$ cat config.mk
export PLATFORM = sky130hd
export DESIGN_NAME = hspar_port
export DESIGN_NICKNAME = d
export VERILOG_FILES = /design/src/rtl/hspar_pkg.sv /design/src/rtl/hspar_edge.sv /design/src/rtl/hspar_regs.sv /design/src/rtl/hspar_handshake.sv /design/src/rtl/hspar_port.sv
export SDC_FILE = /design/constraint.sdc
export NUM_CORES = 1
export LEC_CHECK = 0
export ABC_AREA = 1
export CELL_PAD_IN_SITES_DETAIL_PLACEMENT = 1
export CELL_PAD_IN_SITES_GLOBAL_PLACEMENT = 1
export CORE_MARGIN = 5
export CORE_UTILIZATION = 36
export CTS_CLUSTER_DIAMETER = 60
export DETAILED_ROUTE_END_ITERATION = 8
export PLACE_DENSITY = 0.85
export SETUP_SLACK_MARGIN = 0.5
export SLEW_MARGIN = 10
export SYNTH_ARGS = -nofsm -noshare
export SYNTH_HDL_FRONTEND = slang
export SYNTH_HIERARCHICAL = 1
export SYNTH_SLANG_ARGS = --single-unit
$ cat constraint.sdc
create_clock -name clk -period 2.2 [get_ports clk]
set_clock_uncertainty 0.15 [all_clocks]
set_input_delay 0.66 -clock clk [delete_from_list [all_inputs] [get_ports clk]]
set_output_delay 0.66 -clock clk [all_outputs]
set_load 0.02 [all_outputs]
$ cat src/rtl/hspar_pkg.sv
package hspar_pkg;
  // register offsets
  localparam int OFS_PA  = 0;
  localparam int OFS_CTL = 2;
  localparam int OFS_PC  = 3;
  localparam int OFS_PB  = 4;
  localparam int OFS_LAT = 5;
  localparam int OFS_DIR = 7;

  // control register bit positions
  localparam int B_FLAG = 7;
  localparam int B_IE   = 6;
  localparam int B_HS   = 4;
  localparam int B_OUT  = 3;
  localparam int B_RISE = 1;
  localparam int B_INV  = 0;

  typedef struct packed {
    logic ie;
    logic hs;
    logic out_dir;
    logic rise;
    logic inv;
  } ctl_t;
endpackage

$ cat src/rtl/hspar_edge.sv
module hspar_edge #(
  parameter int STAGES = 2
) (
  input  logic clk,
  input  logic rst_n,
  input  logic async_in,
  input  logic rise_sel,
  output logic edge_hit
);
  // chain[STAGES-1] is the synchronized level, chain[STAGES] its previous value
  logic [STAGES:0] chain;

  always_ff @(posedge clk or negedge rst_n) begin
    if (!rst_n) chain <= '0;
    else        chain <= {chain[STAGES-1:0], async_in};
  end

  logic now_lvl, prev_lvl;
  assign now_lvl  = chain[STAGES-1];
  assign prev_lvl = chain[STAGES];
  assign edge_hit = rise_sel ? (now_lvl & ~prev_lvl) : (~now_lvl & prev_lvl);


  edge_single_chk: assert property (@(posedge clk) disable iff (!rst_n)
    edge_hit && $stable(rise_sel) |=> !edge_hit);
endmodule

$ cat src/rtl/hspar_regs.sv
module hspar_regs
  import hspar_pkg::*;
#(
  parameter int DW = 8,
  parameter int AW = 4
) (
  input  logic          clk,
  input  logic          rst_n,
  input  logic [AW-1:0] addr,
  input  logic [DW-1:0] wdata,
  input  logic          wr_ctl,
  input  logic          wr_dir,
  input  logic          wr_pb,
  input  logic          wr_pc,
  input  logic          flag,
  input  logic [DW-1:0] lat,
  input  logic [DW-1:0] pa_in,
  input  logic [DW-1:0] pc_in,
  output ctl_t          ctl,
  output logic [DW-1:0] dir_q,
  output logic [DW-1:0] pb_q,
  output logic [DW-1:0] pc_q,
  output logic [DW-1:0] rdata
);
  logic [DW-2:0] ctl_bits;

  always_ff @(posedge clk or negedge rst_n) begin
    if (!rst_n) begin
      ctl_bits <= '0;
      dir_q    <= '0;
      pb_q     <= '0;
      pc_q     <= '0;
    end else begin
      if (wr_ctl) ctl_bits <= wdata[DW-2:0];
      if (wr_dir) dir_q    <= wdata;
      if (wr_pb)  pb_q     <= wdata;
      if (wr_pc)  pc_q     <= wdata;
    end
  end

  assign ctl.ie      = ctl_bits[B_IE];
  assign ctl.hs      = ctl_bits[B_HS];
  assign ctl.out_dir = ctl_bits[B_OUT];
  assign ctl.rise    = ctl_bits[B_RISE];
  assign ctl.inv     = ctl_bits[B_INV];

  always_comb begin
    case (addr)
      AW'(OFS_PA):  rdata = pa_in;
      AW'(OFS_CTL): rdata = {flag, ctl_bits};
      AW'(OFS_PC):  rdata = (pc_q & dir_q) | (pc_in & ~dir_q);
      AW'(OFS_PB):  rdata = pb_q;
      AW'(OFS_LAT): rdata = lat;
      AW'(OFS_DIR): rdata = dir_q;
      default:      rdata = '0;
    endcase
  end
endmodule

$ cat src/rtl/hspar_handshake.sv
module hspar_handshake #(
  parameter int DW        = 8,
  parameter int PULSE_CYC = 2
) (
  input  logic          clk,
  input  logic          rst_n,
  input  logic          hs,
  input  logic          out_dir,
  input  logic          inv,
  input  logic          ctl_wr,
  input  logic          new_hs,
  input  logic          new_out,
  input  logic          pb_wr,
  input  logic          pc_wr,
  input  logic          lat_rd,
  input  logic          edge_hit,
  input  logic [DW-1:0] pc_pins,
  output logic          flag,
  output logic [DW-1:0] lat,
  output logic          strb
);
  localparam int CW = $clog2(PULSE_CYC + 1);

  logic [CW-1:0] cnt;
  logic          line;
  logic          pulse_on;

  assign pulse_on = (cnt != '0);

  always_ff @(posedge clk or negedge rst_n) begin
    if (!rst_n) begin
      cnt  <= '0;
      line <= 1'b0;
      flag <= 1'b0;
      lat  <= '0;
    end else begin
      if (pb_wr && !hs)  cnt <= CW'(PULSE_CYC);
      else if (pulse_on) cnt <= cnt - CW'(1);

      if (ctl_wr)                         line <= new_hs & ~new_out;
      else if (hs && edge_hit)            line <= 1'b0;
      else if (hs && !out_dir && lat_rd)  line <= 1'b1;
      else if (hs && out_dir && pc_wr)    line <= 1'b1;

      if (edge_hit)    flag <= 1'b1;
      else if (lat_rd) flag <= 1'b0;

      if (edge_hit && !(hs && out_dir)) lat <= pc_pins;
    end
  end

  assign strb = (hs ? line : pulse_on) ^ inv;


  pulse_start_chk: assert property (@(posedge clk) disable iff (!rst_n)
    pb_wr && !hs |=> pulse_on);

  flag_cause_chk: assert property (@(posedge clk) disable iff (!rst_n)
    $rose(flag) |-> $past(edge_hit));

  flag_clear_chk: assert property (@(posedge clk) disable iff (!rst_n)
    lat_rd && !edge_hit |=> !flag);

  ready_drop_chk: assert property (@(posedge clk) disable iff (!rst_n)
    $rose(flag) && hs && !out_dir && !$past(ctl_wr) |-> !line);

  ack_release_chk: assert property (@(posedge clk) disable iff (!rst_n)
    $fell(line) && hs && out_dir && !$past(ctl_wr) |-> flag);
endmodule

$ cat src/rtl/hspar_port.sv
module hspar_port
  import hspar_pkg::*;
#(
  parameter int DW          = 8,
  parameter int AW          = 4,
  parameter int SYNC_STAGES = 2,
  parameter int PULSE_CYC   = 2
) (
  input  logic          clk,
  input  logic          rst_n,
  input  logic [AW-1:0] bus_addr,
  input  logic [DW-1:0] bus_wdata,
  input  logic          bus_rd,
  input  logic          bus_wr,
  output logic [DW-1:0] bus_rdata,
  output logic          irq,
  input  logic [DW-1:0] pa_in,
  output logic [DW-1:0] pb_out,
  input  logic [DW-1:0] pc_in,
  output logic [DW-1:0] pc_out,
  output logic [DW-1:0] pc_oe,
  input  logic          stra,
  output logic          strb
);
  logic wr_ctl, wr_dir, wr_pb, wr_pc, rd_lat;
  assign wr_ctl = bus_wr && (bus_addr == AW'(OFS_CTL));
  assign wr_dir = bus_wr && (bus_addr == AW'(OFS_DIR));
  assign wr_pb  = bus_wr && (bus_addr == AW'(OFS_PB));
  assign wr_pc  = bus_wr && (bus_addr == AW'(OFS_PC));
  assign rd_lat = bus_rd && (bus_addr == AW'(OFS_LAT));

  ctl_t          ctl;
  logic          flag, edge_hit;
  logic [DW-1:0] lat, dir_q, pb_q, pc_q;

  hspar_regs #(.DW(DW), .AW(AW)) u_regs (
    .clk(clk), .rst_n(rst_n), .addr(bus_addr), .wdata(bus_wdata),
    .wr_ctl(wr_ctl), .wr_dir(wr_dir), .wr_pb(wr_pb), .wr_pc(wr_pc),
    .flag(flag), .lat(lat), .pa_in(pa_in), .pc_in(pc_in),
    .ctl(ctl), .dir_q(dir_q), .pb_q(pb_q), .pc_q(pc_q), .rdata(bus_rdata)
  );

  hspar_edge #(.STAGES(SYNC_STAGES)) u_edge (
    .clk(clk), .rst_n(rst_n), .async_in(stra), .rise_sel(ctl.rise),
    .edge_hit(edge_hit)
  );

  hspar_handshake #(.DW(DW), .PULSE_CYC(PULSE_CYC)) u_hs (
    .clk(clk), .rst_n(rst_n), .hs(ctl.hs), .out_dir(ctl.out_dir),
    .inv(ctl.inv), .ctl_wr(wr_ctl), .new_hs(bus_wdata[B_HS]),
    .new_out(bus_wdata[B_OUT]), .pb_wr(wr_pb), .pc_wr(wr_pc),
    .lat_rd(rd_lat), .edge_hit(edge_hit), .pc_pins(pc_in),
    .flag(flag), .lat(lat), .strb(strb)
  );

  assign irq    = flag & ctl.ie;
  assign pb_out = pb_q;
  assign pc_out = pc_q;
  assign pc_oe  = dir_q;


  irq_source_chk: assert property (@(posedge clk) disable iff (!rst_n)
    $rose(irq) |-> $past(edge_hit) || $past(wr_ctl));
endmodule

==> impl_results.md, run 1 <==
- Failing checks: negative setup slack
- Data required, critical path: about 1400 ps
- Synth Area in Adders: less than 1%
- Top cells by area, synth: dfrtp_1, nand2_1, nand3_1
- TritonCTS clock tree: built
- Top Layer Used: met4
- Detailed Route WL: 12160 µm
- CP Max Fanout: 8
- Startpoint Class: primary input
- Die Span Y: 94.88 µm
- Fin crit share: 116.6%
- Num Clock Sinks: 46
- Overflow after GRT: 0
- Final worst setup slack: -365.7 ps
- Boundary Pins: 67
- Metal3 WL: 730 µm
- Syn Inst Count: 319
- Vias in the first global route: 3031
- Mapped cell area: around 2600 µm²
- Post-synth top flop: dfrtp_1
- Placed Cells: 506
- Asr flop ratio synth: between 90% and 100%
- Status: complete, but fails checks
- Combinational Power Share: 45.5%
- Final ANT Viol Nets: 0
- Mux contribution to synthesized area: about a tenth
- Layout Cell Area excl Fill: 4328 µm²
- Yosys top cell area share: approximately 44%
- Most frequent cells after synthesis: nand2_1, nand3_1, dfrtp_1
- Root buffer cell: clkbuf_8
- CTS H-tree depth: 2
- Top-count cell post-synth: nand2_1
- CORE AREA: about 7100 µm²
- N_diodes: 0
- Max_cap viols: 0
- Max IR drop VDD: 468.4 µV
- Hold Fails Final Rpt: 0
- Post-Synth Simple-Gate Area: between 30% and 40%
- Die width: ~95 µm
- DRC Markers: 0
- Detailed-route vias per instance: 5.399
- Layout cells sized above 1: a little under half
- Worst-Margin Slew: 358.8 ps
- Hold crit path type: in -> async
- Placed Area: about 3600 µm²
- Fmax achieved: between 0.3 and 0.4 GHz
- Clock Path Buffers: 2
- Post-Layout Cell Count: around 530
- Synth area leader: dfrtp_1
- Num CTS Buffers: 5
- Nets: between 400 and 500
- Clock insertion delay at the later pin of the skew report: 310 ps
- Slew margin rel.: around three quarters
- Worst path arrival time: 1760 ps
- Pwr dens: just under 800 nW/µm²
- Port Buffers: 66
- Internal: 2.038 mW
- Seq cells post-synth: 46
- Reg power frac: approximately two fifths
- Synth Area in Compound Gates: under 10%
- EDFF count, synth: 0
- Cell variety after synth: 25
- Switching share of power: 38.78%
- Syn_area_per_cell: 8.131 µm²
- Reg clk slew, reported paths: around 90 ps
- Largest net degree at the start of global routing: 38
- Cell Rows: 31
- Setup TNS: -2570 ps
- Static Leak: 2.120 nW
- Dpl hpwl: roughly 6600 µm
- DR WL/cell: about 23 µm
- CP endpoint kind: output port
- Post-Syn Nets: ~350
- Vias: 2867
- Area growth from synthesis to layout: 66.86%
- M1 WL: 4398 µm
- CP Class: in -> out
- Post-Synth XOR/XNOR Area: less than 1%
- Largest family of logic cells by synthesized area: simple AND/OR/NAND/NOR gates
- Initial antenna violation count: 0
- Fin crit period: between 2000 and 3000 ps
- Slew Viols, Final: 0
- Seq/Total Area, Yosys: between 40% and 50%
- Initial Utilization: a little over a third
- WL met2: 6309 µm
- Ys Warns: 6
- 1st-pass router iterations: 4
- First-pass GRT wire length: between 15000 and 20000 µm
- Psw: roughly 1.3 mW
- GPL Wtd Cong: 0.8265
- Unrepaired setup endpoints after global routing: true
- Share of total power in the clock network: approximately 16%
- Final setup vio count: 8
- Drt initial violations: between 150 and 200
- Total GRT Usage: 24.01%
- Die area: between 9000 and 10000 µm²
==> metrics by stage <==
stage	total power [mW]	setup WS (ps)	hold slack [ps]	util, %
global placement	2.375	-1090	191.4	51.10
floorplan	1.870	147.4	181.2	-
finish	3.329	-365.7	63.80	60.64
CTS	3.018	-282.0	78.14	55.28
detailed placement	2.439	-1183	190.1	51.10
global route	3.477	-388.4	77.75	60.64
==> worst max-delay path: stages <==
cell and delay, ps:
buf_12 110, buf_8 120, nor2_4 170, buf_12 130, buf_16 120, nand3_2 100, nand2_2 100, inv_2 40
nand2_2 70, buf_6 120
==> cell usage in the layout (no fill, tap or decap), drive strengths merged <==
cell type / count
nand2: 105
buf: 93
nand3: 55
dfrtp: 46
inv: 37
mux2: 23
nor2: 21
clkdlybuf4s50: 20
o21ai: 11
clkbuf: 9
dlygate4sd2: 5
dlymetal6s2s: 1
xor2: 1
nand3b: 1
a21oi: 1
o21bai: 1
o211ai: 1
ha: 1
==> metal layers <==
layer	up-vias	GRT usage, %
met1	1439	27.15
met5	-	0
met2	141	43.39
li1	1231	-
met4	0	10.94
met3	56	4.542
==> path summary, 6_finish.rpt <==
path | cells after the start | slack, ps | endpoint | start
max | 10 | -370 | bus_rdata[4] | bus_addr[1]
min | 1 | 60 | u_hs/cnt[0] | rst_n
max reg2reg | 7 | 570 | u_hs/line | u_regs/ctl_bits[1]
min reg2reg | 0 | 230 | u_edge/chain[1] | u_edge/chain[0]
max in group asynchronous | 2 | 1330 | u_regs/pc_q[7] | rst_n
min in group clk | 0 | 230 | u_edge/chain[1] | u_edge/chain[0]
==> layout make-up <==
class	count	area, µm²
clock buffers	7	76.32
well taps	99	123.9
multi-input cells	221	1534
inverters	37	146.4
repair buffers	121	1294
fillers	830	2809
flip-flops and latches	46	1154
==> sequential cells by signal, indices dropped and copies added (netlist names) <==
name             cells
u_regs/pb_q          8
u_regs/pc_q          8
u_edge/chain         3
u_regs/dir_q         8
u_hs/cnt             2
u_regs/ctl_bits      7
u_hs/lat             8
u_hs/flag            1
u_hs/line            1
==> power by group through the flow <==
stage | Combinational [mW] | Clock, mW | Sequential [mW]
floorplan | 0.541 | 0 | 1.33
global placement | 1.14 | 0 | 1.24
detailed placement | 1.19 | 0 | 1.25
CTS | 1.27 | 0.508 | 1.24
global route | 1.60 | 0.555 | 1.32
finish | 1.51 | 0.519 | 1.29
==> cells by family (layout without fill, tap and decap cells) <==
family	Yosys count	count (layout)
buffers and inverters	52	165
xor gates and xnor gates	1	1
and+or+nand+nor	182	182
muxes	23	23
AOI/OAI and AO/OA	14	14
DFF	46	46
adders and majority gates	1	1
==> repair_timing <==
| item | CTS | global route |
|---|---|---|
| resized for setup | 241 | 99 |
| setup endpoints to repair | 69 | 68 |
| pin swaps | 29 | 22 |
| gates cloned | 1 | 1 |
| setup buffers | 10 | 6 |
| hold buffers | 0 | 0 |
Note: power is estimated with default switching activity, not from simulation.
==> inputs of run 2 (changes only) <==
--- a/config.mk
+++ b/config.mk
@@ -14,6 +14,7 @@
 export DETAILED_ROUTE_END_ITERATION = 8
 export PLACE_DENSITY = 0.85
 export SETUP_SLACK_MARGIN = 0.5
+export SKIP_CTS_REPAIR_TIMING = 1
 export SLEW_MARGIN = 10
 export SYNTH_ARGS = -nofsm -noshare
 export SYNTH_HDL_FRONTEND = slang
==> impl_results.md, run 2 (synthesis gave the netlist of run 1 again) <==
- Final ANT Viol Nets: 0 (unchanged)
- Boundary Pins: 67 (unchanged)
- Clock Path Buffers: 2 (unchanged)
- CP endpoint kind: output port (unchanged)
- GPL Wtd Cong: 0.8265 (unchanged)
- DRC Markers: 0 (unchanged)
- Drt initial violations: 108 (was 174)
- Fmax achieved: 0.3923 GHz (was 0.3898 GHz)
- Final setup vio count: 8 (unchanged)
- Nets: 466 (unchanged)
- CP Class: in -> out (unchanged)
- Static Leak: 2.169 nW (was 2.120 nW)
- Die Span Y: 94.88 µm (unchanged)
- Startpoint Class: primary input (unchanged)
- Hold crit path type: in -> async (unchanged)
- Worst path top cell family by delay: simple AND/OR/NAND/NOR gates (was buffers and inverters)
- Detailed Route WL: 11840 µm (was 12160 µm)
- Most common cell after layout, fill and taps aside: nand2_1 (unchanged)
- Root buffer cell: clkbuf_8 (unchanged)
- Dpl hpwl: 6602 µm (unchanged)
- Area growth from synthesis to layout: 69.32% (was 66.86%)
- Critical Path Max Stage Delay: 180 ps (was 170 ps)
- Status: complete, but fails checks (unchanged)
- Slew Viols, Final: 0 (unchanged)
- Setup TNS: -2315 ps (was -2570 ps)
- Num Clock Sinks: 46 (unchanged)
- Vias in the first global route: 2802 (was 3031)
- CP Max Fanout: 8 (unchanged)
- Reg clk slew, reported paths: 90 ps (about the same)
- TritonCTS clock tree: built (unchanged)
- Slew margin rel.: 77.80% (was 76.00%)
- Fin crit period: 2549 ps (was 2566 ps)
- Max_cap viols: 0 (unchanged)
- CORE AREA: 7137 µm² (unchanged)
- Tot Pwr: 3.266 mW (was 3.329 mW)
- Buf+Inv Stages, Crit Path: 4 (was 6)
- Max IR drop VDD: 480.5 µV (was 468.4 µV)
- CTS H-tree depth: 2 (unchanged)
- Initial antenna violation count: 0 (unchanged)
- Port Buffers: 66 (unchanged)
- Clock insertion delay at the later pin of the skew report: 300 ps (was 310 ps)
- Layout cells sized above 1: 50.93% (was 46.76%)
- Detailed-route vias per instance: 5.316 (was 5.399)
- N_diodes: 0 (unchanged)
- FF-to-FF setup slack: 690 ps (was 570 ps)
- Layout Cell Area excl Fill: 4392 µm² (was 4328 µm²)
- Slowest stage cell, crit path: nor2_4 (unchanged)
- Final worst setup slack: -349.2 ps (was -365.7 ps)
- Placed Area: 3647 µm² (unchanged)
- CP Cell Sequence: buf_6, buf_12, nor2_4, buf_12, nand3_1, nand2_1, nor2_2, nand2_2, buf_6 (was buf_12, buf_8, nor2_4, buf_12, buf_16, nand3_2, nand2_2, inv_2, nand2_2, buf_6)
- Worst path arrival time: 1740 ps (was 1760 ps)
- Largest net degree at the start of global routing: 38 (unchanged)
- Die width: 94.88 µm (unchanged)
- Die area: 9002 µm² (unchanged)
- Overflow after GRT: 0 (unchanged)
- Final core occ: 61.54% (was 60.64%)
- Hold Fails Final Rpt: 0 (unchanged)
- Data required, critical path: 1390 ps (about the same)
- Initial Utilization: 36.34% (unchanged)
- Total GRT Usage: 20.54% (was 24.01%)
- Worst-Margin Slew: 333.1 ps (was 358.8 ps)
- 1st-pass router iterations: 4 (unchanged)
- Cell Rows: 31 (unchanged)
- Vias: 2823 (was 2867)
- Failing checks: negative setup slack (unchanged)
- DR WL/cell: 22.30 µm (was 22.90 µm)
- Pwr dens: 743.8 nW/µm² (was 769.1 nW/µm²)
- Most frequent cells in the layout: nand2_1, buf_6, dfrtp_1 (unchanged)
- First-pass GRT wire length: 14110 µm (was 16190 µm)
- Fin crit share: 115.9% (was 116.6%)
- Unrepaired setup endpoints after global routing: true (unchanged)
- Num CTS Buffers: 5 (unchanged)
==> run 2: cell types whose count changed in the layout (fill, tap and decap cells not counted), sizes merged <==
cell	previous run	this run
clkbuf	9	14
clkdlybuf4s50	20	18
dlygate4sd2	5	0
buf	93	87
dlymetal6s2s	1	9
==> run 2: final timing paths <==
check                                 from              end  cells past startpoint
setup / recovery               bus_addr[0]     bus_rdata[1]                      9
hold reg to reg            u_edge/chain[0]  u_edge/chain[1]                      0
max in group asynchronous            rst_n      u_hs/lat[7]                      2
hold / removal                       rst_n  u_edge/chain[1]                      1
min in group clk           u_edge/chain[0]  u_edge/chain[1]                      0
setup reg to reg           u_edge/chain[1]        u_hs/line                      7
==> run 2: report_power, final <==
part	switching, mW	internal, mW	leakage (nW)	total [mW]
combinational	0.742	0.716	1.58	1.46
clock	0.288	0.220	0.0383	0.508
sequential	0.242	1.06	0.555	1.30
==> run 2: area by class of cell <==
| class | count | area [µm²] |
|---|---|---|
| Clock buffer | 7 | 76.32 |
| Fill cell | 838 | 2745 |
| Timing Repair Buffer | 121 | 1255 |
| Tap cell | 99 | 123.9 |
| Multi-Input combinational cell | 221 | 1635 |
| Inverter | 37 | 148.9 |
| Sequential cell | 46 | 1152 |
==> run 2: metrics by stage <==
step / setup slack [ps] / instances / hold slack [ps]
floorplan: 147.4 / 319 / 181.2
global placement: -1090 / 506 / 191.4
detailed placement: -1183 / 506 / 190.1
CTS: -1190 / 513 / 78.14
global route: -394.6 / 531 / 84.15
finish: -349.2 / 531 / 70.75
==> run 2: per-layer routing <==
layer | up-vias | GRT usage [%] | share of wire [%]
met5 | - | 0 | 0
li1 | 1233 | - | -
met4 | 0 | 5.889 | 4.3
met1 | 1430 | 25.30 | 38
met3 | 44 | 3.187 | 4.7
met2 | 116 | 36.88 | 53
==> run 2: worst reg2reg max path: cells and delay by family, from the launching register on <==
kind                   cells  cell delay [ps]
buffers and inverters      1               70
and+or+nand+nor            6              770
DFF                        1              400
==> inputs of run 3 (changes only) <==
--- a/config.mk
+++ b/config.mk
@@ -8,6 +8,7 @@
 export ABC_AREA = 1
 export CELL_PAD_IN_SITES_DETAIL_PLACEMENT = 1
 export CELL_PAD_IN_SITES_GLOBAL_PLACEMENT = 1
+export CORE_ASPECT_RATIO = 1.25
 export CORE_MARGIN = 5
 export CORE_UTILIZATION = 36
 export CTS_CLUSTER_DIAMETER = 60
==> impl_results.md, run 3 (synthesis gave the netlist of run 1 again) <==
- Fin crit share: 113.7% (was 115.9%)
- DRC Markers: 0 (unchanged)
- Tot Pwr: 3.206 mW (was 3.266 mW)
- Worst-Margin Slew: 623.3 ps (was 333.1 ps)
- Share of total power in the clock network: 15.6% (about the same)
- Die Span Y: 104.9 µm (was 94.88 µm)
- Clock insertion delay at the later pin of the skew report: 300 ps (about the same)
- Final core occ: 60.94% (was 61.54%)
- GPL Wtd Cong: 0.8149 (was 0.8265)
- Switching share of power: 38.41% (was 38.96%)
- Internal: 1.975 mW (was 1.994 mW)
- Initial antenna violation count: 0 (unchanged)
- Max_cap viols: 0 (unchanged)
- Status: complete, but fails checks (unchanged)
- Vias: 2821 (was 2823)
- CP endpoint kind: output port (unchanged)
- Hold Fails Final Rpt: 0 (unchanged)
- CTS H-tree depth: 2 (unchanged)
- Area growth from synthesis to layout: 63.92% (was 69.32%)
- Detailed Route WL: 11430 µm (was 11840 µm)
- Fmax achieved: 0.3996 GHz (was 0.3923 GHz)
- Unrepaired setup endpoints after global routing: true (unchanged)
- CORE AREA: 6977 µm² (was 7137 µm²)
- Most common cell after layout, fill and taps aside: nand2_1 (unchanged)
- Layout cells sized above 1: 47.34% (was 50.93%)
- 1st-pass router iterations: 4 (unchanged)
- Hold crit path type: in -> async (unchanged)
- Hold slack: 206.7 ps (was 70.75 ps)
- Num Clock Sinks: 46 (unchanged)
- Die area: 9013 µm² (was 9002 µm²)
- Final setup vio count: 8 (unchanged)
- First-pass GRT wire length: 14280 µm (was 14110 µm)
- Nets: 467 (was 466)
- Worst path arrival time: 1690 ps (was 1740 ps)
- Dpl hpwl: 6487 µm (was 6602 µm)
- Data required, critical path: 1390 ps (about the same)
- Failing checks: negative setup slack (unchanged)
- Combinational Power Share: 44.5% (was 44.6%)
- Overflow after GRT: 0 (unchanged)
- Psw: 1.231 mW (was 1.273 mW)
- TritonCTS clock tree: built (unchanged)
- CP Class: in -> out (unchanged)
- Reg clk slew, reported paths: 80 ps (was 90 ps)
- Initial Utilization: 37.18% (was 36.34%)
- Static Leak: 2.127 nW (was 2.169 nW)
- Layout fillers: 804 (was 838)
- Pwr dens: 754.1 nW/µm² (was 743.8 nW/µm²)
- Clock Path Buffers: 2 (unchanged)
- Slew margin rel.: 58.35% (was 77.80%)
- Reg power frac: 39.9% (was 39.8%)
- Final worst setup slack: -302.3 ps (was -349.2 ps)
- Post-Layout Cell Count: 523 (was 531)
- Largest net degree at the start of global routing: 28 (was 38)
- Total GRT Usage: 19.90% (was 20.54%)
- Die width: 85.92 µm (was 94.88 µm)
- Num CTS Buffers: 5 (unchanged)
- CP Max Fanout: 4 (was 8)
- Cell Rows: 34 (was 31)
- Port Buffers: 66 (unchanged)
- Vias in the first global route: 2881 (was 2802)
- Root buffer cell: clkbuf_8 (unchanged)
- Drt initial violations: 112 (was 108)
- Worst slack at placement: -1194 ps (was -1183 ps)
- N_diodes: 0 (unchanged)
- Placed Cells: 500 (was 506)
- Startpoint Class: primary input (unchanged)
- Most frequent cells in the layout: nand2_1, buf_6, dfrtp_1 (unchanged)
- Final ANT Viol Nets: 0 (unchanged)
- Boundary Pins: 67 (unchanged)
- Fin crit period: 2502 ps (was 2549 ps)
- Max IR drop VDD: 522.2 µV (was 480.5 µV)
- DR WL/cell: 21.85 µm (was 22.30 µm)
- Detailed-route vias per instance: 5.394 (was 5.316)
- Slew Viols, Final: 0 (unchanged)
-- run 3: power groups by stage --
stage                     sequential [mW]  clock (mW)  combinational, mW
final                                1.28       0.500               1.43
after detailed placement             1.24           0               1.21
after CTS                            1.23       0.498               1.22
after floorplan                      1.33           0              0.541
after global placement               1.23           0               1.16
after global routing                 1.31       0.546               1.52
-- run 3: through the flow --
step,instance area (µm²),setup TNS [ps]
after floorplan,2669,0
after global placement,3659,-16000
after detailed placement,3659,-17500
after CTS,3735,-10310
after global routing,4252,-2583
final,4252,-2218
-- run 3: layer usage --
layer / global-route usage [%] / vias to the layer above / share of wire, %
met4: 6.109 / 0 / 3.9
met5: 0 / - / 0
met1: 23.34 / 1430 / 37
li1: - / 1238 / -
met2: 36.82 / 119 / 54
met3: 2.598 / 34 / 5.1
-- run 3: path summary, 6_finish.rpt --
| check | slack (ps) | depth (start not counted) | endpoint | from |
|---|---|---|---|---|
| max | -300 | 10 | bus_rdata[5] | bus_addr[3] |
| min in group clk | 210 | 0 | u_edge/chain[1] | u_edge/chain[0] |
| min | 210 | 1 | u_regs/pb_q[3] | rst_n |
| min reg2reg | 210 | 0 | u_edge/chain[1] | u_edge/chain[0] |
| max reg2reg | 440 | 8 | u_hs/line | u_regs/ctl_bits[1] |
| max in group asynchronous | 1090 | 2 | u_regs/dir_q[4] | rst_n |
-- run 3: area by class of cell --
type                       instances  area [µm²]  area share (%)
clock buffer                       7       76.32           1.795
sequential                        46        1154           27.13
timing repair buffer             122        1313           30.87
multi-input combinational        221        1455           34.23
inverter                          37       141.4           3.325
tap                               90       112.6           2.649
-- run 3: worst max-delay path, cell delays in order --
cell,delay [ps]
buf_6,100
buf_6,110
nor2_4,110
buf_12,140
clkbuf_16,140
nand3_1,100
nand2_1,120
nor2_2,40
nand2_2,50
buf_6,110
